File: config.mk
export PLATFORM = sky130hd
export DESIGN_NAME = dbg_fetch_overlay
export DESIGN_NICKNAME = d
export VERILOG_FILES = /design/src/rtl/dfo_pkg.sv /design/src/rtl/dfo_flag.sv /design/src/rtl/dfo_window.sv /design/src/rtl/dfo_store.sv /design/src/rtl/dbg_fetch_overlay.sv
export SDC_FILE = /design/constraint.sdc
export NUM_CORES = 1
export LEC_CHECK = 0
export ABC_AREA = 1
export BUFFER_PORTS_ARGS = -buffer_cell sky130_fd_sc_hd__buf_4
export CORE_MARGIN = 5
export CORE_UTILIZATION = 40
export CTS_CLUSTER_DIAMETER = 120
export DETAILED_ROUTE_END_ITERATION = 16
export GPL_TIMING_DRIVEN = 0
export PLACE_DENSITY = 0.6
export SETUP_SLACK_MARGIN = 0.05
export SLEW_MARGIN = 30
export SYNTH_ARGS = -nofsm -noshare
export SYNTH_HDL_FRONTEND = slang
export SYNTH_SLANG_ARGS = --single-unit
File: constraint.sdc
create_clock -name clk -period 4.7 [get_ports clk]
set_input_delay 0.705 -clock clk [delete_from_list [all_inputs] [get_ports clk]]
set_output_delay 0.705 -clock clk [all_outputs]
set_load 0.01 [all_outputs]
File: src/rtl/dfo_pkg.sv
package dfo_pkg;
  localparam int unsigned ADDR_W    = 9;
  localparam int unsigned DATA_W    = 32;
  localparam int unsigned WIN_AW    = 3;
  localparam int unsigned SHORT_LEN = 2;

  typedef enum logic {
    ENTRY_FULL  = 1'b0,
    ENTRY_SHORT = 1'b1
  } entry_mode_e;
endpackage

File: src/rtl/dfo_flag.sv
module dfo_flag (
  input  logic clk,
  input  logic rst_n,
  input  logic set_i,
  input  logic clr_i,
  output logic active_o
);
  logic active_d, active_q;

  // Entry has priority over clear.
  always_comb begin
    active_d = active_q;
    if (clr_i) active_d = 1'b0;
    if (set_i) active_d = 1'b1;
  end

  always_ff @(posedge clk or negedge rst_n) begin
    if (!rst_n) active_q <= 1'b0;
    else        active_q <= active_d;
  end

  assign active_o = active_q;
endmodule

File: src/rtl/dfo_window.sv
module dfo_window
  import dfo_pkg::*;
#(
  parameter int unsigned ADDR_W    = dfo_pkg::ADDR_W,
  parameter int unsigned WIN_AW    = dfo_pkg::WIN_AW,
  parameter int unsigned SHORT_LEN = dfo_pkg::SHORT_LEN
) (
  input  logic [ADDR_W-1:0] addr_i,
  input  logic              short_i,
  output logic              hit_o,
  output logic [ADDR_W-1:0] seq_o,
  output logic [ADDR_W-1:0] vec_o
);
  localparam int unsigned TOP_W = ADDR_W - WIN_AW;
  localparam logic [ADDR_W-1:0] FULL_VEC  = {{TOP_W{1'b1}}, {WIN_AW{1'b0}}};
  localparam logic [ADDR_W-1:0] SHORT_VEC = ~ADDR_W'(SHORT_LEN - 1);

  entry_mode_e mode;

  assign mode  = entry_mode_e'(short_i);
  assign hit_o = &addr_i[ADDR_W-1:WIN_AW];
  // Natural modulo-2^ADDR_W increment gives the wrap to zero.
  assign seq_o = addr_i + ADDR_W'(1);

  always_comb begin
    case (mode)
      ENTRY_SHORT: vec_o = SHORT_VEC;
      default:     vec_o = FULL_VEC;
    endcase
  end
endmodule

File: src/rtl/dfo_store.sv
module dfo_store #(
  parameter int unsigned DATA_W = dfo_pkg::DATA_W,
  parameter int unsigned WIN_AW = dfo_pkg::WIN_AW
) (
  input  logic              clk,
  input  logic              rst_n,
  input  logic              we_i,
  input  logic [WIN_AW-1:0] waddr_i,
  input  logic [DATA_W-1:0] wdata_i,
  input  logic              lock_i,
  input  logic              rd_en_i,
  input  logic [WIN_AW-1:0] raddr_i,
  output logic [DATA_W-1:0] rdata_o
);
  localparam int unsigned DEPTH = 1 << WIN_AW;

  logic [DATA_W-1:0] mem [DEPTH];
  logic [DEPTH-1:0]  word_en;
  logic [DATA_W-1:0] rdata_d, rdata_q;
  logic              wr_ok;

  assign wr_ok = we_i & ~lock_i;

  always_comb begin
    for (int i = 0; i < DEPTH; i++) begin
      word_en[i] = wr_ok && (waddr_i == WIN_AW'(i));
    end
    rdata_d = mem[raddr_i];
  end

  always_ff @(posedge clk) begin
    for (int i = 0; i < DEPTH; i++) begin
      if (word_en[i]) mem[i] <= wdata_i;
    end
  end

  always_ff @(posedge clk or negedge rst_n) begin
    if (!rst_n)       rdata_q <= '0;
    else if (rd_en_i) rdata_q <= rdata_d;
  end

  assign rdata_o = rdata_q;
endmodule

File: src/rtl/dbg_fetch_overlay.sv
module dbg_fetch_overlay
  import dfo_pkg::*;
#(
  parameter int unsigned ADDR_W    = dfo_pkg::ADDR_W,
  parameter int unsigned DATA_W    = dfo_pkg::DATA_W,
  parameter int unsigned WIN_AW    = dfo_pkg::WIN_AW,
  parameter int unsigned SHORT_LEN = dfo_pkg::SHORT_LEN
) (
  input  logic              clk,
  input  logic              rst_n,
  input  logic [ADDR_W-1:0] fetch_addr,
  input  logic [DATA_W-1:0] ram_rdata,
  output logic [DATA_W-1:0] fetch_data,
  input  logic              dbg_enter,
  input  logic              dbg_clear,
  output logic              dbg_active,
  input  logic              short_mode,
  output logic [ADDR_W-1:0] entry_vec,
  output logic [ADDR_W-1:0] seq_addr,
  input  logic              ovl_we,
  input  logic [WIN_AW-1:0] ovl_waddr,
  input  logic [DATA_W-1:0] ovl_wdata
);
  logic              win_hit;
  logic              sel_d, sel_q;
  logic [DATA_W-1:0] ovl_rdata;

  dfo_flag u_flag (
    .clk      (clk),
    .rst_n    (rst_n),
    .set_i    (dbg_enter),
    .clr_i    (dbg_clear),
    .active_o (dbg_active)
  );

  dfo_window #(.ADDR_W(ADDR_W), .WIN_AW(WIN_AW), .SHORT_LEN(SHORT_LEN)) u_win (
    .addr_i  (fetch_addr),
    .short_i (short_mode),
    .hit_o   (win_hit),
    .seq_o   (seq_addr),
    .vec_o   (entry_vec)
  );

  dfo_store #(.DATA_W(DATA_W), .WIN_AW(WIN_AW)) u_store (
    .clk     (clk),
    .rst_n   (rst_n),
    .we_i    (ovl_we),
    .waddr_i (ovl_waddr),
    .wdata_i (ovl_wdata),
    .lock_i  (dbg_active),
    .rd_en_i (win_hit),
    .raddr_i (fetch_addr[WIN_AW-1:0]),
    .rdata_o (ovl_rdata)
  );

  // Qualifier captured with the address, aligned to the RAM read latency.
  assign sel_d = win_hit & dbg_active;

  always_ff @(posedge clk or negedge rst_n) begin
    if (!rst_n) sel_q <= 1'b0;
    else        sel_q <= sel_d;
  end

  assign fetch_data = sel_q ? ovl_rdata : ram_rdata;
endmodule

==> Yosys cells after proc, flatten, opt, wreduce, memory -nomap -nowiden <==
Memories as Yosys holds them, arrays and structs flattened. A register that Yosys moved wholly into a read port is not among the register bits.
Cells that the tools add are included.
{ "word_totals": {"output_inout_bits": 51, "ram_bits": 256, "register_bits": 2, "memories": 1, "word_cells": 74} }
{ "op_classes": {"n_eq_ne": 7, "n_reduce_logical": 19, "n_mux": 41, "addsub": 1, "bitwise_logic": 3} }
{ "memory_table": {"columns": ["name", "words", "word_bits", "rd", "rd_ports_with_merged_regs", "write_ports", "line", "text"], "rows": [
  ["u_store.mem", 8, 32, 1, 1, 1, "dfo_store.sv:17", "logic [DATA_W-1:0] mem [DEPTH];"]
]} }
{ "ops": {"columns": ["operator", "n"], "rows": [
  ["$mux W32", 8],
  ["$reduce_or A32 Y1", 7],
  ["$mux W1", 25],
  ["$mux W3", 8],
  ["$eq A3 B3 Y1 const B", 4],
  ["$add A9 B1 Y9 const B", 1],
  ["$logic_and A1 B1 Y1", 8],
  ["$eq A3 B2 Y1 const B", 2],
  ["$reduce_and A6 Y1", 1],
  ["$eq A3 B1 Y1 const B", 1],
  ["$logic_not A3 Y1", 1],
  ["$and A1 B1 Y1", 2],
  ["$reduce_bool A2 Y1", 1],
  ["$logic_not A1 Y1", 1],
  ["$not A1 Y1", 1]
]} }

==> Logic depth before layout (Yosys ltp) <==
{ "logic_depth": {"depth_word": 13, "ltp_mapped": 9, "depth_no_buf": 7} }

==> By module <==
A second synthesis with hierarchy kept.
{ "hier_totals": {"hier_cells": 1297, "hier_area_um2": 12812.3} }
{ "modules_own_cells": {"columns": ["module", "area_each_um2", "seq_area_each_um2", "n_inst", "cells_each"], "rows": [
  ["dfo_store", 11991.5, 8488.1, 1, 1134],
  ["dbg_fetch_overlay", 524.3, 25.0, 1, 107],
  ["dfo_window", 256.5, 0.0, 1, 51],
  ["dfo_flag", 40.0, 25.0, 1, 5]
]} }

==> Worst setup path after synthesis <==
Ideal clock, no wire load.
{ "synth_timing": {"path_type": "input-to-reg", "startpoint": "input ovl_we", "endpoint": "memory u_store.mem[0][0], enable pin", "required_ps": 4279, "setup_ps": 421, "slack_ps": 1978, "t_arrival_ps": 2301, "stages": 4, "path_cell_list": "inv_1 > nor2_1 > nand2_1 > nor2_1"} }
{ "synth_via": {"elab_cells_between_ends": 46, "classes_between": "mux: 30; bitwise: 1; reduce/logical: 15"} }
{ "synth_rtl": {"columns": ["item", "line", "text"], "rows": [
  ["from (decl)", "dbg_fetch_overlay.sv:20", "input logic ovl_we,"],
  ["$and A1 B1 Y1", "dfo_store.sv:22", "assign wr_ok = we_i & ~lock_i;"],
  ["$logic_and A1 B1 Y1", "dfo_store.sv:26", "word_en[i] = wr_ok && (waddr_i == WIN_AW'(i));"],
  ["via u_store.word_en[0]", "dfo_store.sv:18", "logic [DEPTH-1:0] word_en;"],
  ["$mux W1", "dfo_store.sv:33", "if (word_en[i]) mem[i] <= wdata_i;"],
  ["$mux W1 (not written as such)", "dfo_store.sv:33", null],
  ["$mux W1 (no line) (7 in series)", null, null],
  ["to (decl)", "dfo_store.sv:17", null]
]} }
The timed path passes the listed nets, and every way through them passes these cells.

==> Worst setup path in the final report <==
{ "layout_timing": {"startpoint": "register sel_q", "endpoint": "output fetch_data[8]"} }
{ "layout_via": {"elab_chain_cells": 1} }
{ "layout_lines": {"columns": ["item", "line", "text"], "rows": [
  ["from (decl)", "dbg_fetch_overlay.sv:25", "logic sel_d, sel_q;"],
  ["from (signal assigned)", "dbg_fetch_overlay.sv:61", "else sel_q <= sel_d;"],
  ["$mux W32", "dbg_fetch_overlay.sv:64", "assign fetch_data = sel_q ? ovl_rdata : ram_rdata;"],
  ["to (decl)", "dbg_fetch_overlay.sv:13", "output logic [DATA_W-1:0] fetch_data,"]
]} }
No other way between the ends.

==> flow_summary_export.csv <==
group,metric,value,unit
outcome,status,"finished, final reports clean",
detailed_routing,avgRoutedWirePerCell,18.2,um
logic_synthesis,netlist-cell-type-count,23,
clock_network,ctsLongestPathBuffers,3,
global_routing,number_of_antenna_violations_at_the_first_check_in_global_routing,1,
clock_network,clock_pin_slew_of_the_registers_on_the_worst_case_setup_and_hold_paths,0.06,ns
global_routing,global_route.usage.total,18.1,%
detailed_routing,ant_nets,0,
logic_synthesis,synth.yosys.warnings,0,
sta,fmaxAchievable,0.318,GHz
sta,rsz0062_at_grt,"no",
setup_path,critPathLaunchType,"register",
clock_network,cts.hold.buffers_added,0,
setup_path,worst_r2r_path_depth,5,
cells_and_area,num_antenna_cells,0,
detailed_routing,drc,0,
logic_synthesis,synth_area_per_cell,10.6,sq um
logic_synthesis,synth_area_leader_cell,"sky130_fd_sc_hd__edfxtp_1",
setup_path,crit_fanout,10,
clock_network,cts_repair_resize_count,0,
sta,finalWorstSetupSlack,1.56,ns
placed_design,port-buffer-count,123,
global_routing,met3_usage,2.74,%
setup_path,cpMaxStageDelayCell,"sky130_fd_sc_hd__clkbuf_1",
clock_network,cts.root.buffer_cell,"sky130_fd_sc_hd__clkbuf_16",
sta,final_hold_viol_count,0,
global_routing,met1_usage,25.8,%
cells_and_area,areaGrowthSynthToFinish,23.1,%
placed_design,place_ws,1.90,ns
logic_synthesis,yosys_register_bits,290,
global_routing,grt_util_met2,29.6,%
floorplanning,fp.dieArea,35000,sq um
setup_path,reg2reg_from,"u_flag.active_o",
cells_and_area,nets,1434,
setup_path,setup.worst_path.end,"fetch_data[8]",
clock_network,tritoncts,"yes",
clock_network,cts_inserted_buffers,30,
power,worst_ir_drop_vdd,0.234,mV
sta,report.final.setup_viol,0,
floorplanning,placement_rows,64,
global_routing,globalRouteOverflowTotal,0,
logic_synthesis,netlist_top_cells_area,"sky130_fd_sc_hd__edfxtp_1, sky130_fd_sc_hd__nand2_1, sky130_fd_sc_hd__nand3_1",
placed_design,gp_congestion,0.778,
sta,timing.final.max_slew_violations,0,
cells_and_area,layout.filler_cells,2741,
clock_network,clock-sinks,290,
setup_path,worst-endpoint-required,3.99,ns
setup_path,crit_type,"register to output pin",
setup_path,cpPeakStageDelay,0.51,ns
detailed_routing,vias,8557,
placed_design,detailedPlacementHpwl,21600,um
power,static_leakage,6.65,nW
sta,timing.slew.headroom,51.5,%
detailed_routing,detailedRoute.firstIterationViolations,708,
clock_network,postCtsSetupBuffers,0,
sta,layout_min_cycle_time,3.14,ns
global_routing,global_route_wire_length_before_repair,49400,um
clock_network,htree_num_levels,1,
setup_path,data_arrival_time_of_the_critical_path,2.44,ns
setup_path,r2r_slack,2.69,ns
logic_synthesis,instance_count_of_the_mapped_netlist,1180,
setup_path,endpoint_kind,"output pin",
global_routing,grt_busiest_layer,"met2",
floorplanning,die_y,187,um
detailed_routing,drt-vias-per-instance,4.83,
cells_and_area,post_route_cells_drive_above_1_share,18.6,%
logic_synthesis,seq_area_frac_synth,68.1,%
clock_network,worstSkewPairLatency,0.56,ns
floorplanning,die_w,187,um
sta,timing.hold.ws,0.155,ns
logic_synthesis,yosysTopAreaCellShare,61.3,%
sta,worstMarginPinSlew,0.728,ns
detailed_routing,drt_wl_total,32300,um
setup_path,path_cells,"clkbuf_1 -> buf_2 -> mux2_1 -> buf_4",
global_routing,grt_max_degree,35,
setup_path,setup.worst_path.start,"sel_q",
run,drv.max_cap_violation_count,0,
detailed_routing,drtPass1Iterations,5,
global_routing,via_count_of_the_first_global_routing_pass,8243,
sta,skew,0.0153,ns
floorplanning,io_pins,133,
floorplanning,start_util,40.8,%
logic_synthesis,netlist_area,12500,sq um
sta,fin_setup_tns,0,ns
power,power_density_normalized_to_cell_area,390,nW/um^2
floorplanning,core,30700,sq um
setup_path,r2r_end,"u_store.mem[2][9]",
sta,post-route-period-util,66.9,%
min_path,worstHoldPathType,"input pin to asynchronous set/reset pin",
-- Yosys cell counts, drive strengths merged --
library cell,number
buf,56
clkbuf,12
conb,2
dfrtp,34
edfxtp,256
ha,1
inv,172
mux2,32
nand2,305
nand3,194
nand4,1
nor2,107
nor3,1
o21bai,1
xnor2,1
xor2,5
-- report_power, final --
group	switching, mW	total, mW	internal [mW]	leakage, nW
sequential	0.0385	2.92	2.89	2.75
combinational	0.264	0.437	0.173	3.37
clock	0.994	2.65	1.66	0.536
-- stage by stage --
stage | std cells | power [mW] | utilization, % | instance area, sq um
2_1_floorplan | 1185 | 3.19 | - | 12600
3_3_place_gp | 1704 | 3.40 | 45.5 | 14000
3_5_place_dp | 1715 | 3.42 | 46.6 | 14300
4_1_cts | 1771 | 6.06 | 50.2 | 15400
5_1_grt | 1771 | 6.23 | 50.2 | 15400
6_report | 1771 | 6.02 | 50.2 | 15400
-- kinds of logic (layout without fill, tap and decap cells) --
family / after synthesis / count (layout) / share of synthesized area [%]
buffers and inverters: 240 / 430 / 8.14
DFF: 290 / 290 / 68.1
xor gates and xnor gates: 6 / 6 / 0.419
AOI/OAI and AO/OA: 1 / 1 / 0.0599
muxes: 32 / 32 / 2.87
and+or+nand+nor: 608 / 608 / 20.3
adders and majority gates: 1 / 1 / 0.0997
other: 2 / 7 / 0.0599
-- layer usage --
metal	share of wire, %	wire (um)	up-vias
met2	47	15100	302
li1	-	-	4168
met5	0.043	14	-
met1	45	14400	4040
met3	6.9	2230	45
met4	1.9	611	2
-- area by class of cell --
| cell class | instances | area, sq um | share of cell area (%) |
|---|---|---|---|
| tap | 396 | 495 | 3.21 |
| inverter | 172 | 646 | 4.18 |
| sequential | 290 | 8540 | 55.3 |
| clock buffer | 39 | 816 | 5.28 |
| buffer | 68 | 375 | 2.43 |
| clock inverter | 17 | 293 | 1.90 |
| timing repair buffer | 134 | 1210 | 7.86 |
| multi-input combinational | 655 | 3070 | 19.9 |
-- how the worst min path moves through the flow --
| stage | end | cells past startpoint | start |
|---|---|---|---|
| 2_1_floorplan | sel_q | 0 | rst_n |
| 3_3_place_gp | u_store.rdata_o[8] | 2 | u_store.rdata_o[8] |
| 3_5_place_dp | u_store.rdata_o[29] | 2 | u_store.rdata_o[29] |
| 4_1_cts | u_flag.active_o | 1 | rst_n |
| 5_1_grt | u_flag.active_o | 1 | rst_n |
| 6_report | u_flag.active_o | 1 | rst_n |
-- layout by cell type (no fill, tap or decap) --
| master | count |
|---|---|
| sky130_fd_sc_hd__nor2_4 | 8 |
| sky130_fd_sc_hd__buf_8 | 2 |
| sky130_fd_sc_hd__dfrtp_1 | 34 |
| sky130_fd_sc_hd__edfxtp_1 | 256 |
| sky130_fd_sc_hd__buf_2 | 39 |
| sky130_fd_sc_hd__buf_1 | 2 |
| sky130_fd_sc_hd__nand2_1 | 305 |
| sky130_fd_sc_hd__xnor2_1 | 1 |
| sky130_fd_sc_hd__clkbuf_16 | 31 |
| sky130_fd_sc_hd__o21bai_1 | 1 |
| sky130_fd_sc_hd__mux2_2 | 2 |
| sky130_fd_sc_hd__conb_1 | 7 |
| sky130_fd_sc_hd__clkinv_4 | 1 |
| sky130_fd_sc_hd__mux2_1 | 30 |
| sky130_fd_sc_hd__bufinv_16 | 8 |
| sky130_fd_sc_hd__buf_4 | 135 |
| sky130_fd_sc_hd__nor2_1 | 94 |
| sky130_fd_sc_hd__nand3_1 | 194 |
| sky130_fd_sc_hd__clkinv_1 | 1 |
| sky130_fd_sc_hd__ha_1 | 1 |
| sky130_fd_sc_hd__nand4_1 | 1 |
| sky130_fd_sc_hd__inv_1 | 168 |
| sky130_fd_sc_hd__xor2_1 | 5 |
| sky130_fd_sc_hd__clkbuf_1 | 19 |
| sky130_fd_sc_hd__clkinvlp_4 | 2 |
| sky130_fd_sc_hd__nor3_2 | 1 |
| sky130_fd_sc_hd__inv_2 | 4 |
| sky130_fd_sc_hd__buf_6 | 2 |
| sky130_fd_sc_hd__buf_16 | 10 |
| sky130_fd_sc_hd__nor2_2 | 5 |
| sky130_fd_sc_hd__clkbuf_8 | 1 |
| sky130_fd_sc_hd__clkinv_2 | 5 |
-- sequential cells by signal (all words and copies together) (netlist names) --
name and flops:
sel_q 1, u_store.rdata_o 32, u_store.mem 256, u_flag.active_o 1
-- critical path: cells and delay by family, from the launching register on --
kind     cells  cell delay [ns]
mux          1             0.42
flops        1             0.32
buf+inv      3             1.12
No activity file was read; power rests on OpenSTA's default activity.
